## src/rtl/rtc_alarm_pkg.sv

```systemverilog
package rtc_alarm_pkg;
    localparam int NUM_FIELDS = 6;   // sec, min, hour, date, month, dow
    localparam int NUM_ALARMS = 2;
    localparam int NUM_ALM_REGS = NUM_FIELDS * NUM_ALARMS;
    localparam int REG_CTRL = NUM_ALM_REGS;
    localparam int REG_STAT = NUM_ALM_REGS + 1;
    localparam int CTRL_W = NUM_ALARMS + 2;
    localparam int BIT_PERIODIC = NUM_ALARMS;
    localparam int BIT_AUTOCLR = NUM_ALARMS + 1;
    localparam int FIELD_EN_BIT = 7;

    typedef enum logic [1:0] {
        ST_IDLE  = 2'd0,
        ST_HELD  = 2'd1,
        ST_PULSE = 2'd2
    } irq_state_e;
endpackage

```

## src/rtl/alarm_field_cmp.sv

```systemverilog
module alarm_field_cmp
    import rtc_alarm_pkg::*;
(
    input  logic [NUM_FIELDS-1:0][7:0] alarm_bytes,
    input  logic [NUM_FIELDS-1:0][6:0] rtc_fields,
    input  logic                       armed,
    output logic                       hit
);
    logic [NUM_FIELDS-1:0] field_ok;
    logic [NUM_FIELDS-1:0] field_en;

    for (genvar f = 0; f < NUM_FIELDS; f++) begin : g_field
        assign field_en[f] = alarm_bytes[f][FIELD_EN_BIT];
        assign field_ok[f] = !field_en[f] || (alarm_bytes[f][6:0] == rtc_fields[f]);
    end

    assign hit = armed && (|field_en) && (&field_ok);
endmodule

```

## src/rtl/alarm_regs.sv

```systemverilog
module alarm_regs
    import rtc_alarm_pkg::*;
#(
    parameter int ADDR_W = 4
) (
    input  logic                                  clk,
    input  logic                                  rst_n,
    input  logic                                  wr_en,
    input  logic                                  rd_en,
    input  logic [ADDR_W-1:0]                     addr,
    input  logic [7:0]                            wdata,
    input  logic [NUM_ALARMS-1:0]                 set_evt,
    output logic [7:0]                            rdata,
    output logic [NUM_ALARMS-1:0][NUM_FIELDS-1:0][7:0] alarm_bytes,
    output logic [CTRL_W-1:0]                     ctrl,
    output logic [NUM_ALARMS-1:0]                 flags,
    output logic [NUM_ALARMS-1:0]                 flags_nxt
);
    logic [NUM_ALM_REGS-1:0][7:0] alm_q;
    logic [NUM_ALARMS-1:0]        clr_mask;
    logic                         hit_ctrl, hit_stat;

    assign hit_ctrl = (addr == ADDR_W'(REG_CTRL));
    assign hit_stat = (addr == ADDR_W'(REG_STAT));

    for (genvar k = 0; k < NUM_ALARMS; k++) begin : g_alarm
        for (genvar f = 0; f < NUM_FIELDS; f++) begin : g_byte
            assign alarm_bytes[k][f] = alm_q[k*NUM_FIELDS + f];
        end
    end

    always_comb begin
        clr_mask = '0;
        if (wr_en && hit_stat)
            clr_mask = ~wdata[NUM_ALARMS-1:0];
        if (rd_en && hit_stat && ctrl[BIT_AUTOCLR])
            clr_mask = '1;
        flags_nxt = (flags & ~clr_mask) | set_evt;
    end

    always_ff @(posedge clk or negedge rst_n) begin
        if (!rst_n) begin
            alm_q <= '0;
            ctrl  <= '0;
            flags <= '0;
        end else begin
            flags <= flags_nxt;
            if (wr_en && (int'(addr) < NUM_ALM_REGS))
                alm_q[addr] <= wdata;
            if (wr_en && hit_ctrl)
                ctrl <= wdata[CTRL_W-1:0];
        end
    end

    always_comb begin
        rdata = '0;
        if (int'(addr) < NUM_ALM_REGS)
            rdata = alm_q[addr];
        else if (hit_ctrl)
            rdata = 8'(ctrl);
        else if (hit_stat)
            rdata = 8'(flags);
    end
endmodule

```

## src/rtl/alarm_irq_fsm.sv

```systemverilog
module alarm_irq_fsm
    import rtc_alarm_pkg::*;
#(
    parameter int PULSE_W = 4
) (
    input  logic                  clk,
    input  logic                  rst_n,
    input  logic                  mode_periodic,
    input  logic                  ev_any,
    input  logic [NUM_ALARMS-1:0] flags_nxt,
    output logic                  irq_n
);
    localparam int CNT_W = $clog2(PULSE_W + 1);
    localparam logic [CNT_W-1:0] CNT_LOAD = CNT_W'(PULSE_W - 1);

    irq_state_e       state, state_nxt;
    logic [CNT_W-1:0] cnt, cnt_nxt;

    always_comb begin
        state_nxt = state;
        cnt_nxt   = cnt;
        unique case (state)
            ST_IDLE: begin
                if (mode_periodic && ev_any) begin
                    state_nxt = ST_PULSE;
                    cnt_nxt   = CNT_LOAD;
                end else if (!mode_periodic && (|flags_nxt)) begin
                    state_nxt = ST_HELD;
                end
            end
            ST_HELD: begin
                if (mode_periodic) begin
                    if (ev_any) begin
                        state_nxt = ST_PULSE;
                        cnt_nxt   = CNT_LOAD;
                    end else begin
                        state_nxt = ST_IDLE;
                    end
                end else if (flags_nxt == '0) begin
                    state_nxt = ST_IDLE;
                end
            end
            ST_PULSE: begin
                if (mode_periodic && ev_any)
                    cnt_nxt = CNT_LOAD;
                else if (cnt == '0)
                    state_nxt = ST_IDLE;
                else
                    cnt_nxt = cnt - 1'b1;
            end
            default: state_nxt = ST_IDLE;
        endcase
    end

    always_ff @(posedge clk or negedge rst_n) begin
        if (!rst_n) begin
            state <= ST_IDLE;
            cnt   <= '0;
        end else begin
            state <= state_nxt;
            cnt   <= cnt_nxt;
        end
    end

    always_comb begin
        irq_n = (state == ST_IDLE);
    end
endmodule

```

## src/rtl/rtc_alarm_match.sv

```systemverilog
module rtc_alarm_match
    import rtc_alarm_pkg::*;
#(
    parameter int ADDR_W  = 4,
    parameter int PULSE_W = 4
) (
    input  logic              clk,
    input  logic              rst_n,
    input  logic              tick,
    input  logic [6:0]        rtc_sec,
    input  logic [6:0]        rtc_min,
    input  logic [6:0]        rtc_hour,
    input  logic [6:0]        rtc_date,
    input  logic [6:0]        rtc_month,
    input  logic [6:0]        rtc_dow,
    input  logic              wr_en,
    input  logic              rd_en,
    input  logic [ADDR_W-1:0] addr,
    input  logic [7:0]        wdata,
    output logic [7:0]        rdata,
    output logic [1:0]        alm_flags,
    output logic              irq_n
);
    logic [NUM_FIELDS-1:0][6:0]                  rtc_vec;
    logic [NUM_ALARMS-1:0][NUM_FIELDS-1:0][7:0]  alarm_bytes;
    logic [CTRL_W-1:0]                           ctrl;
    logic [NUM_ALARMS-1:0]                       hit, set_evt, flags, flags_nxt;
    logic                                        mode_periodic, auto_clr;

    assign rtc_vec = {rtc_dow, rtc_month, rtc_date, rtc_hour, rtc_min, rtc_sec};
    assign mode_periodic = ctrl[BIT_PERIODIC];
    assign auto_clr      = ctrl[BIT_AUTOCLR];

    for (genvar k = 0; k < NUM_ALARMS; k++) begin : g_cmp
        alarm_field_cmp u_cmp (
            .alarm_bytes (alarm_bytes[k]),
            .rtc_fields  (rtc_vec),
            .armed       (ctrl[k]),
            .hit         (hit[k])
        );
        assign set_evt[k] = tick && hit[k];
    end

    alarm_regs #(.ADDR_W(ADDR_W)) u_regs (
        .clk         (clk),
        .rst_n       (rst_n),
        .wr_en       (wr_en),
        .rd_en       (rd_en),
        .addr        (addr),
        .wdata       (wdata),
        .set_evt     (set_evt),
        .rdata       (rdata),
        .alarm_bytes (alarm_bytes),
        .ctrl        (ctrl),
        .flags       (flags),
        .flags_nxt   (flags_nxt)
    );

    alarm_irq_fsm #(.PULSE_W(PULSE_W)) u_fsm (
        .clk           (clk),
        .rst_n         (rst_n),
        .mode_periodic (mode_periodic),
        .ev_any        (|set_evt),
        .flags_nxt     (flags_nxt),
        .irq_n         (irq_n)
    );

    assign alm_flags = flags;
endmodule

```

## config.mk

```make
export PLATFORM = sky130hd
export DESIGN_NAME = rtc_alarm_match
export DESIGN_NICKNAME = d
export VERILOG_FILES = /design/src/rtl/rtc_alarm_pkg.sv /design/src/rtl/alarm_field_cmp.sv /design/src/rtl/alarm_regs.sv /design/src/rtl/alarm_irq_fsm.sv /design/src/rtl/rtc_alarm_match.sv
export SDC_FILE = /design/constraint.sdc
export NUM_CORES = 1
export LEC_CHECK = 0
export ABC_CLOCK_PERIOD_IN_PS = 5550
export CORE_MARGIN = 4
export CORE_UTILIZATION = 40
export CTS_BUF_LIST = sky130_fd_sc_hd__clkbuf_4 sky130_fd_sc_hd__clkbuf_8 sky130_fd_sc_hd__clkbuf_16
export CTS_CLUSTER_SIZE = 20
export DETAILED_ROUTE_END_ITERATION = 7
export DONT_BUFFER_PORTS = 1
export SLEW_MARGIN = 10
export SYNTH_ARGS = -nofsm -noshare
export SYNTH_HDL_FRONTEND = slang
export SYNTH_SLANG_ARGS = --single-unit
```

## constraint.sdc

```tcl
create_clock -name clk -period 5.55 [get_ports clk]
set_input_delay 1.3875 -clock clk [delete_from_list [all_inputs] [get_ports clk]]
set_output_delay 1.3875 -clock clk [all_outputs]
set_load 0.02 [all_outputs]
```

# After elaboration in Yosys (flattened, before gate mapping)
# Cells that the tools add are included.
dict set report totals {
  reg_bits 107
  out_inout_bits 11
  word_cells 123
}
dict set report op_classes {
  addsub 1
  n_lt_le_gt_ge 3
  eq_ne 24
  muxes 24
  bitwise_logic 4
  reduce_logical 51
}
# cell n
set ops {}
lappend ops {{$bwmux W96} 1}
lappend ops {{$eq A7 B7 Y1} 12}
lappend ops {{$bmux W8 S4} 1}
lappend ops {{$demux W8 S4} 1}
lappend ops {{$mux W8} 4}
lappend ops {{$mux W2} 10}
lappend ops {{$mux W3} 5}
lappend ops {{$logic_and A1 B1 Y1} 14}
lappend ops {{$logic_not A1 Y1} 13}
lappend ops {{$logic_or A1 B1 Y1} 12}
lappend ops {{$reduce_and A6 Y1} 2}
lappend ops {{$reduce_or A6 Y1} 2}
lappend ops {{$pmux W3 S3} 1}
lappend ops {{$eq A4 B4 Y1 const B} 2}
lappend ops {{$ne A2 B1 Y1 const B} 3}
lappend ops {{$ne A3 B2 Y1 const B} 2}
lappend ops {{$pmux W2 S3} 1}
lappend ops {{$lt A4 B5 Y1 const B} 1}
lappend ops {{$reduce_and A5 Y1} 1}
lappend ops {{$ge A4 B1 Y1 const B} 1}
lappend ops {{$logic_not A2 Y1} 2}
lappend ops {{$lt A4 B4 Y1 const B} 1}
lappend ops {{$ne A2 B2 Y1 const B} 2}
lappend ops {{$not A2 Y2} 2}
lappend ops {{other kinds (10)} 11}

# Logic depth before layout (Yosys ltp)
# Gate-level depths: netlist (run 1).
dict set report depth {
  depth_word 12
  depth_mapped 7
}

# Cells and area by module
# From an unflattened synthesis (run 1), not the netlist that was laid out.
dict set report hier_totals {
  hier_cells 455
  area_unflattened_um2 5998.3
}
# mod n_inst cells_each area_each_um2 seq_area_each_um2
set modules_own_cells {}
lappend modules_own_cells {alarm_regs 1 312 4770.8 2552.4}
lappend modules_own_cells {alarm_field_cmp 2 59 486.7 0.0}
lappend modules_own_cells {alarm_irq_fsm 1 22 234.0 125.1}
lappend modules_own_cells {rtc_alarm_match 1 3 20.0 0.0}

# Worst setup path after synthesis (run 1)
# Ideal clock, no wire load.
dict set report synth_timing {
  path_kind {input to output}
  startpoint {input addr[0]}
  endpoint {output rdata[1]}
  arrival_time_ps 2739
  required_ps 4163
  setup_slack_ps 1423
  cell_stages 5
  path_buffers 2
  path_cell_list {buf_4 > buf_2 > mux4_2 > mux2i_1 > o21ai_0}
}
dict set report synth_via {
  elab_chain_cells 4
}
# item line
set synth_rtl {}
lappend synth_rtl {{from (decl)} rtc_alarm_match.sv:18} ;# input logic [ADDR_W-1:0] addr,
lappend synth_rtl {{parallel branches: the longest is 3 deep, another holds $bmux W8 S4} -}
lappend synth_rtl {{$mux W8 *} alarm_regs.sv:57} ;# if (int'(addr) < NUM_ALM_REGS)
lappend synth_rtl {{to (decl)} rtc_alarm_match.sv:20} ;# output logic [7:0] rdata,
# Mark *: on every way between the ends. The select of a mux whose other input is x is not followed.

# Worst setup path in the final report (run 1)
# Same ends and word-level chain as after synthesis.

==> impl_metrics.env, run 1 <==
export IMPL_io_pins=70
export IMPL_powerDensity_nw_per_um2=388.2
export IMPL_clock_latency_ns=0.35
export IMPL_tns_ns=0
export IMPL_drive_gt1_share_pct=30.77
export IMPL_period_needed_ns=3.872
export IMPL_layout_nets=511
export IMPL_grt_overflow=0
export IMPL_cp_max_fo=31
export IMPL_pwr_share_clk_pct=25.9
export IMPL_cp_top_family="compound AO/OA/AOI/OAI gates"
export IMPL_io_buffer_count=0
export IMPL_hold_viol_final=0
export IMPL_avgSynthCellArea_um2=13.02
export IMPL_p_sw_share_pct=32.09
export IMPL_critPathRequiredTime_ns=4.16
export IMPL_post_cts_buffers=0
export IMPL_ys_ff_latch=107
export IMPL_final_cell_mix="dfrtp_1 (107), mux2_2 (89), xnor2_1 (54)"
export IMPL_dp_hpwl_um=13030
export IMPL_dr_first_iter_drc_count=366
export IMPL_coreArea_um2=14640
export IMPL_synth_cells=463
export IMPL_cts_made_buffers=9
export IMPL_ant_nets=0
export IMPL_critical_path_buf_inv_count=0
export IMPL_max_stage_delay_ns=0.72
export IMPL_min_path_type="reg2reg"
export IMPL_finalClockSkew_ns=0.007599
export IMPL_globalplace_congestion=0.8968
export IMPL_clock_root_buffer="clkbuf_16"
export IMPL_clkTransAtPathRegs_ns=0.07
export IMPL_peakVddDrop_mv=0.1678
export IMPL_synth_main_ff_cell="dfrtp_1"
export IMPL_grt_pass1_wl_um=24990
export IMPL_postCtsHoldBufs=0
export IMPL_synth_nets=524
export IMPL_fin_util_pct=44.07
export IMPL_synth_top_cell_area_share_pct=44.43
export IMPL_synthTopCellsByArea="dfrtp_1 (44%), mux2_2 (17%), mux4_2 (9.3%)"
export IMPL_rsz0062_at_grt="no"
export IMPL_ys_types=41
export IMPL_max_freq_ghz=0.2582
export IMPL_async_flop_share_pct=100.0
export IMPL_die_w_um=130.8
export IMPL_drt_vias_per_instance=5.937
export IMPL_final_common_cell="dfrtp_1"
export IMPL_synth_edff_count=0
export IMPL_wire_per_inst_um=25.91
export IMPL_p_leak_nw=2.568
export IMPL_route_vias_total=3794
export IMPL_first_pass_iters=5
export IMPL_htreeDepth=3
export IMPL_status="finished, final reports clean"
export IMPL_crit_type="in2out"
export IMPL_cts_path_max_buffers=2
export IMPL_power_frac_comb_pct=25.9
export IMPL_drc=0
export IMPL_slew_headroom_pct=34.30
export IMPL_ys_seq_area_share_pct=44.43
export IMPL_netlist_area_um2=6027
export IMPL_cts_resized=0
export IMPL_tritoncts="done"
export IMPL_cp_arrival_ns=2.48
export IMPL_endpoint_kind="output pin"
export IMPL_grt_start_max_net_pins=108
export IMPL_antenna_cells=0
export IMPL_power_frac_seq_pct=48.2
export IMPL_syn_to_final_growth_pct=7.079
export IMPL_cp_cell_sequence="mux4_2 -> mux2i_1 -> o21ai_0"
export IMPL_cts_sinks=107
export IMPL_wirelength_um=16560
export IMPL_maxCapViolCount=0
export IMPL_final_max_slew_viol_count=0
export IMPL_synth_warning_count=0
export IMPL_grtUsageTotal_pct=20.07
export IMPL_grt_pass1_vias=3969
export IMPL_worstMarginPinSlew_ns=0.9818
export IMPL_p_int_mw=1.701
export IMPL_antenna_found_initial=0
export IMPL_worst_path_max_delay_cell="o21ai_0"
export IMPL_place_area_um2=6156
export IMPL_power_switching_mw=0.8039
export IMPL_start_kind="primary input"
export IMPL_die_h_um=130.8
export IMPL_period_share_pct=69.77
export IMPL_fill_cells=1377
export IMPL_yosysTopAreaCell="dfrtp_1"
export IMPL_num_rows=44
export IMPL_start_util_pct=41.16
export IMPL_die_area_um2=17100
export IMPL_finalInstanceArea_um2=6454
export IMPL_setup_violations=0
metrics by stage:
stage	power, mW	instances	hold slack (ns)	setup WS, ns
after global routing	2.627	639	0.5479	1.668
after CTS	2.517	639	0.5211	1.708
after global placement	1.846	623	0.4838	1.724
after floorplan	1.681	463	0.4735	1.423
after detailed placement	1.868	623	0.5046	1.708
final	2.505	639	0.5242	1.678
final timing paths:
kind                                        startpoint                     end  slack (ns)  cells after the start
worst max-delay path                           addr[0]                rdata[1]        1.68                      3
worst min-delay path                    u_regs.ctrl[3]          u_regs.ctrl[3]        0.52                      1
worst max register to register  u_regs.alarm_bytes[27]            u_fsm.cnt[0]        2.94                      7
worst min register to register          u_regs.ctrl[3]          u_regs.ctrl[3]        0.52                      1
max in group asynchronous                        rst_n  u_regs.alarm_bytes[86]        4.58                      0
min in group asynchronous                        rst_n   u_regs.alarm_bytes[8]        0.73                      0
cells in the mapped netlist, drive strengths merged, types with 2 or more instances:
library cell    n
a21oi           4
and3            2
buf             8
clkbuf         16
dfrtp         107
ha              2
inv             9
mux2           99
mux2i           9
mux4           25
nand2          11
nand2b          4
nand3           5
nand3b          2
nand4          18
nand4b          2
nor2           14
nor2b           2
nor3            3
o21ai           4
o22ai          10
o41ai          10
or3             2
or4             2
xnor2          54
xor2           30
kinds of logic after synthesis:
kind of cell,after synthesis,synth area share (%)
muxes,133,29.33
and+or+nand+nor,70,6.456
DFF,107,44.43
xor gates and xnor gates,84,12.21
AOI/OAI and AO/OA,34,4.920
adders and majority gates,2,0.4151
buffers and inverters,33,2.242
power by group through the flow:
stage               Combinational [mW]  Clock [mW]  Sequential, mW
CTS                              0.647       0.660            1.21
global placement                 0.627           0            1.22
finish                           0.649       0.648            1.21
detailed placement               0.643           0            1.22
floorplan                        0.556           0            1.13
global route                     0.703       0.690            1.23
area by class of cell:
type	count	area, um2	area share, %
Tap cell	184	230.2	3.567
Inverter	9	33.78	0.5235
Multi-Input combinational cell	323	3214	49.81
Clock inverter	6	65.06	1.008
Sequential cell	107	2678	41.49
Clock buffer	10	232.7	3.606
flip-flops by register name (all words and copies together) (netlist names):
register            count
u_fsm.state             2
u_regs.ctrl             4
u_regs.alarm_bytes     96
u_regs.flags            2
u_fsm.cnt               3
layer usage:
layer | wire, um | vias up | share of wire [%] | track usage (%)
met2 | 8097 | 145 | 49 | 32.24
met1 | 6676 | 1965 | 40 | 26.91
met4 | 139 | 0 | 0.84 | 4.235
met5 | 0 | - | 0 | 0
met3 | 1643 | 8 | 9.9 | 6.382
li1 | - | 1676 | - | -
Power figures use the tool's default switching activity.
==> run 2: changes to the inputs <==
--- a/config.mk
+++ b/config.mk
@@ -5,7 +5,7 @@
 export SDC_FILE = /design/constraint.sdc
 export NUM_CORES = 1
 export LEC_CHECK = 0
-export ABC_CLOCK_PERIOD_IN_PS = 5550
+export ABC_CLOCK_PERIOD_IN_PS = 3560
 export CORE_MARGIN = 4
 export CORE_UTILIZATION = 40
 export CTS_BUF_LIST = sky130_fd_sc_hd__clkbuf_4 sky130_fd_sc_hd__clkbuf_8 sky130_fd_sc_hd__clkbuf_16
==> constraint.sdc (replaced) <==
create_clock -name clk -period 3.56 [get_ports clk]
set_input_delay 0.89 -clock clk [delete_from_list [all_inputs] [get_ports clk]]
set_output_delay 0.89 -clock clk [all_outputs]
set_load 0.02 [all_outputs]
==> impl_metrics.env, run 2 (same netlist as run 1, synthesis figures left out) <==
export IMPL_status="finished, final reports clean"
export IMPL_power_switching_mw=1.252
export IMPL_die_area_um2=17100
export IMPL_route_vias_total=3838
export IMPL_clock_root_buffer="clkbuf_16"
export IMPL_drt_vias_per_instance=5.978
export IMPL_p_leak_nw=2.565
export IMPL_globalplace_congestion=0.9338
export IMPL_drive_gt1_share_pct=31.22
export IMPL_largest_reg_flops=96
export IMPL_grt_pass1_wl_um=25650
export IMPL_dr_first_iter_drc_count=330
export IMPL_antenna_found_initial=0
export IMPL_antenna_cells=0
export IMPL_cts_made_buffers=9
export IMPL_final_common_cell="dfrtp_1"
export IMPL_p_int_mw=2.605
export IMPL_cp_depth=2
export IMPL_postCtsHoldBufs=0
export IMPL_period_needed_ns=2.844
export IMPL_tritoncts="done"
export IMPL_die_h_um=130.8
export IMPL_wire_per_inst_um=25.93
export IMPL_pwr_share_clk_pct=24.7
export IMPL_start_util_pct=41.16
export IMPL_finalClockSkew_ns=0.009753
export IMPL_max_stage_delay_ns=0.58
export IMPL_cts_resized=0
export IMPL_io_pins=70
export IMPL_syn_to_final_growth_pct=7.079
export IMPL_grt_start_max_net_pins=108
export IMPL_tns_ns=0
export IMPL_powerDensity_nw_per_um2=597.6
export IMPL_critPathRequiredTime_ns=2.67
export IMPL_final_cell_mix="dfrtp_1 (107), mux2_2 (89), xnor2_1 (54)"
export IMPL_min_path_type="in2async"
export IMPL_crit_type="in2out"
export IMPL_dp_hpwl_um=12920
export IMPL_rsz0062_at_grt="no"
export IMPL_drc=0
export IMPL_max_freq_ghz=0.3516
export IMPL_cp_arrival_ns=1.95
export IMPL_cp_top_family="multiplexers"
export IMPL_endpoint_kind="output pin"
export IMPL_ant_nets=0
export IMPL_peakVddDrop_mv=0.2852
export IMPL_first_pass_iters=5
export IMPL_multiInputGateArea_um2=3214
export IMPL_timing_critical_path_mode_cell="mux4_2"
export IMPL_p_sw_share_pct=32.46
export IMPL_die_w_um=130.8
export IMPL_final_max_slew_viol_count=0
export IMPL_hold_viol_final=0
export IMPL_cts_sinks=107
export IMPL_holdWs_ns=0.2241
export IMPL_coreArea_um2=14640
export IMPL_power_frac_seq_pct=48.8
export IMPL_period_share_pct=79.90
export IMPL_layout_nets=514
export IMPL_io_buffer_count=0
export IMPL_grt_overflow=0
export IMPL_setup_violations=0
export IMPL_grt_pass1_vias=4084
export IMPL_critical_path_buf_inv_count=0
export IMPL_clock_latency_ns=0.36
export IMPL_grtUsageTotal_pct=20.71
export IMPL_worst_path_max_delay_cell="mux4_2"
export IMPL_cp_cell_sequence="mux4_2 -> mux4_2"
export IMPL_worstMarginPinSlew_ns=0.9696
export IMPL_cp_max_fo=31
export IMPL_wirelength_um=16650
export IMPL_fill_cells=1354
export IMPL_num_rows=44
export IMPL_start_kind="primary input"
export IMPL_worstRegToRegCells=8
export IMPL_slew_headroom_pct=35.12
export IMPL_power_frac_comb_pct=26.5
export IMPL_clkTransAtPathRegs_ns=0.07
export IMPL_htreeDepth=3
export IMPL_register_area_um2=2678
export IMPL_maxCapViolCount=0
export IMPL_cts_path_max_buffers=2
export IMPL_post_cts_buffers=0
==> run 2: layout make-up <==
class | count | share of cell area, %
Multi-Input combinational cell | 323 | 49.81
Sequential cell | 107 | 41.49
Clock buffer | 12 | 3.839
Tap cell | 184 | 3.567
Inverter | 9 | 0.5235
Clock inverter | 4 | 0.4265
Timing Repair Buffer | 3 | 0.3490
==> run 2: final timing paths <==
kind	startpoint	slack, ns	endpoint
max	addr[0]	0.72	rdata[2]
min	rst_n	0.22	u_regs.alarm_bytes[19]
max reg2reg	u_regs.alarm_bytes[29]	1.21	u_fsm.cnt[0]
min reg2reg	u_regs.ctrl[3]	0.51	u_regs.ctrl[3]
max in group asynchronous	rst_n	3.16	u_fsm.cnt[2]
min in group clk	u_regs.ctrl[3]	0.51	u_regs.ctrl[3]
==> run 2: through the flow <==
| step | utilization (%) | setup WS (ns) | instance area, um2 | instances | total power, mW |
|---|---|---|---|---|---|
| 2_1_floorplan | - | 0.4285 | 6027 | 463 | 2.621 |
| 3_3_place_gp | 42.19 | 0.7073 | 6178 | 626 | 2.887 |
| 3_5_place_dp | 42.19 | 0.7166 | 6178 | 626 | 2.920 |
| 4_1_cts | 44.07 | 0.7188 | 6454 | 642 | 3.877 |
| 5_1_grt | 44.07 | 0.6925 | 6454 | 642 | 4.064 |
| 6_report | 44.07 | 0.7156 | 6454 | 642 | 3.857 |
==> run 2: power groups by stage <==
stage	Combinational, mW	Clock [mW]	Sequential [mW]
after floorplan	0.866	0	1.75
after global placement	0.991	0	1.90
after detailed placement	1.01	0	1.91
after CTS	1.02	0.973	1.88
after global routing	1.12	1.02	1.92
final	1.02	0.951	1.88
==> run 2: routing by layer <==
layer  GRT usage, %  routed length [um]  vias to the layer above
met4          5.263                 271                        0
met1          27.61                6938                     1993
li1               -                   -                     1680
met2          32.90                7973                      147
met5              0                   0                        -
met3          6.748                1465                       18
==> run 3: changes to the inputs <==
--- a/config.mk
+++ b/config.mk
@@ -5,7 +5,8 @@
 export SDC_FILE = /design/constraint.sdc
 export NUM_CORES = 1
 export LEC_CHECK = 0
-export ABC_CLOCK_PERIOD_IN_PS = 3560
+export ABC_AREA = 1
+export ABC_CLOCK_PERIOD_IN_PS = 2300
 export CORE_MARGIN = 4
 export CORE_UTILIZATION = 40
 export CTS_BUF_LIST = sky130_fd_sc_hd__clkbuf_4 sky130_fd_sc_hd__clkbuf_8 sky130_fd_sc_hd__clkbuf_16
==> constraint.sdc (replaced) <==
create_clock -name clk -period 2.3 [get_ports clk]
set_input_delay 0.575 -clock clk [delete_from_list [all_inputs] [get_ports clk]]
set_output_delay 0.575 -clock clk [all_outputs]
set_load 0.02 [all_outputs]
==> impl_metrics.env, run 3 <==
export IMPL_avgSynthCellArea_um2=7.214
export IMPL_antenna_cells=0
export IMPL_fin_util_pct=46.52
export IMPL_pwr_share_clk_pct=26.4
export IMPL_finalInstanceArea_um2=7098
export IMPL_synth_nets=927
export IMPL_synth_common_cells="nand2_1 (307), dfrtp_1 (107), inv_1 (106), o21ai_0 (101), nor2_1 (56)"
export IMPL_tns_ns=-0.2561
export IMPL_grtUsageTotal_pct=24.13
export IMPL_final_max_slew_viol_count=0
export IMPL_htreeDepth=3
export IMPL_die_w_um=133.0
export IMPL_critPathRequiredTime_ns=1.73
export IMPL_synth_edff_count=0
export IMPL_async_flop_share_pct=100.0
export IMPL_status="finished with violations"
export IMPL_netlist_area_um2=6247
export IMPL_yosysTopAreaCell="dfrtp_1"
export IMPL_crit_type="in2out"
export IMPL_p_int_mw=3.774
export IMPL_worstMarginPinSlew_ns=0.6290
export IMPL_wire_per_inst_um=19.14
export IMPL_io_buffer_count=0
export IMPL_synth_main_ff_cell="dfrtp_1"
export IMPL_die_h_um=133.0
export IMPL_coreArea_um2=15260
export IMPL_start_kind="primary input"
export IMPL_synth_warning_count=0
export IMPL_cts_sinks=107
export IMPL_maxCapViolCount=0
export IMPL_period_needed_ns=2.375
export IMPL_peakVddDrop_mv=0.5279
export IMPL_ys_seq_area_share_pct=42.86
export IMPL_drive_gt1_share_pct=10.59
export IMPL_drt_vias_per_instance=5.123
export IMPL_grt_overflow=0
export IMPL_clock_latency_ns=0.36
export IMPL_power_switching_mw=2.145
export IMPL_clock_root_buffer="clkbuf_16"
export IMPL_max_freq_ghz=0.4210
export IMPL_final_cell_mix="nand2_1 (307), dfrtp_1 (107), inv_1 (102)"
export IMPL_globalplace_congestion=0.9668
export IMPL_ys_types=32
export IMPL_ys_ff_latch=107
export IMPL_tritoncts="done"
export IMPL_p_sw_share_pct=36.24
export IMPL_num_rows=45
export IMPL_setup_violations=5
export IMPL_place_area_um2=6644
export IMPL_syn_to_final_growth_pct=13.62
export IMPL_dp_hpwl_um=16010
export IMPL_dr_first_iter_drc_count=577
export IMPL_antenna_found_initial=0
export IMPL_grt_pass1_wl_um=32190
export IMPL_p_leak_nw=3.473
export IMPL_holdWs_ns=-0.09562
export IMPL_cts_made_buffers=9
export IMPL_powerDensity_nw_per_um2=833.9
export IMPL_grt_pass1_vias=5199
export IMPL_min_path_type="in2async"
export IMPL_synthTopCellsByArea="dfrtp_1 (43%), nand2_1 (18%), o21ai_0 (8.1%)"
export IMPL_cp_arrival_ns=1.80
export IMPL_wirelength_um=21040
export IMPL_yosysMostFrequentCell="nand2_1"
export IMPL_die_area_um2=17680
export IMPL_power_frac_seq_pct=47.5
export IMPL_violations="negative hold slack, negative setup slack"
export IMPL_drc=0
export IMPL_finalClockSkew_ns=0.01209
export IMPL_grt_start_max_net_pins=108
export IMPL_synth_cells=866
export IMPL_route_vias_total=5630
export IMPL_start_util_pct=40.94
export IMPL_first_pass_iters=5
export IMPL_fill_cells=1534
export IMPL_hold_viol_final=107
export IMPL_final_common_cell="nand2_1"
export IMPL_clkTransAtPathRegs_ns=0.08
export IMPL_period_share_pct=103.3
export IMPL_final_setup_worst_slack_ns=-0.07534
export IMPL_layout_nets=945
export IMPL_rsz0062_at_grt="yes"
export IMPL_power_frac_comb_pct=26.1
export IMPL_cp_max_fo=8
export IMPL_slew_headroom_pct=58.02
export IMPL_ant_nets=0
export IMPL_largest_reg_flops=96
export IMPL_synth_top_cell_area_share_pct=42.86
export IMPL_io_pins=70
export IMPL_cts_path_max_buffers=2
export IMPL_endpoint_kind="output pin"
## run 3: logic make-up after synthesis
kind of cell | synth area share [%]
AND/OR/NAND/NOR | 26.92
AO/OA/AOI/OAI | 15.72
adder cells (fa/ha/maj) | 0.4005
buffers and inverters | 8.492
XOR/XNOR | 5.608
flip-flops | 42.86
## run 3: per-stage QoR
stage,power (mW),setup slack [ns],hold WS (ns),instances
2_1_floorplan,3.760,0.06143,0.2794,866
3_3_place_gp,4.293,-0.02757,0.2858,1081
3_5_place_dp,4.320,-0.03122,0.2854,1081
4_1_cts,5.881,-0.04004,-0.09988,1096
5_1_grt,6.281,-0.1345,-0.1142,1099
6_report,5.919,-0.07534,-0.09562,1099
## run 3: worst max-delay path: stages
cell and delay, ns:
inv_12 0.02, nand2_8 0.06, clkinvlp_4 0.23, buf_12 0.22, a22oi_2 0.19, nand2_1 0.08
nand2_1 0.07, nand4_1 0.15, buf_4 0.21
## run 3: per-layer routing
layer / track usage [%] / share of wire, % / vias to the layer above / wire [um]
li1: - / - / 2797 / -
met1: 33.17 / 45 / 2615 / 9373
met2: 37.19 / 45 / 183 / 9458
met3: 5.703 / 7.0 / 35 / 1476
met4: 8.718 / 3.5 / 0 / 728
met5: 0 / 0 / - / 0
## run 3: power groups by stage
stage	combinational, mW	sequential (mW)	clock [mW]
finish	1.55	2.81	1.56
global route	1.76	2.86	1.66
CTS	1.50	2.79	1.59
detailed placement	1.49	2.83	0
global placement	1.46	2.83	0
floorplan	1.13	2.63	0
## run 3: cell type report
class / instances / area (um2) / share of cell area [%]
clock inverters: 6 / 65.06 / 0.9166
multi-input cells: 621 / 3143 / 44.28
repair buffers: 29 / 271.5 / 3.825
flip-flops and latches: 107 / 2678 / 37.72
well taps: 211 / 264.0 / 3.719
inverters: 116 / 451.7 / 6.363
clock buffers: 9 / 225.2 / 3.173
## run 3: path summary, 6_finish.rpt
| kind | to | slack (ns) | startpoint | cells after the start |
|---|---|---|---|---|
| max | rdata[3] | -0.08 | addr[0] | 9 |
| min | u_regs.alarm_bytes[52] | -0.1 | rst_n | 0 |
| max reg2reg | u_fsm.cnt[0] | 0.38 | u_regs.alarm_bytes[5] | 16 |
| min reg2reg | u_regs.alarm_bytes[95] | 0.50 | u_regs.alarm_bytes[95] | 2 |
| max in group asynchronous | u_regs.alarm_bytes[30] | 2.22 | rst_n | 0 |
| min in group clk | u_regs.alarm_bytes[43] | 0.33 | wdata[3] | 2 |
## run 3: repair_timing
action	in CTS	in global routing
endpoints found under the hold margin	107	107
setup buffers	0	2
endpoints found under the setup margin	5	7
pin swaps	0	8
gates resized for setup	2	31
cloned	0	1
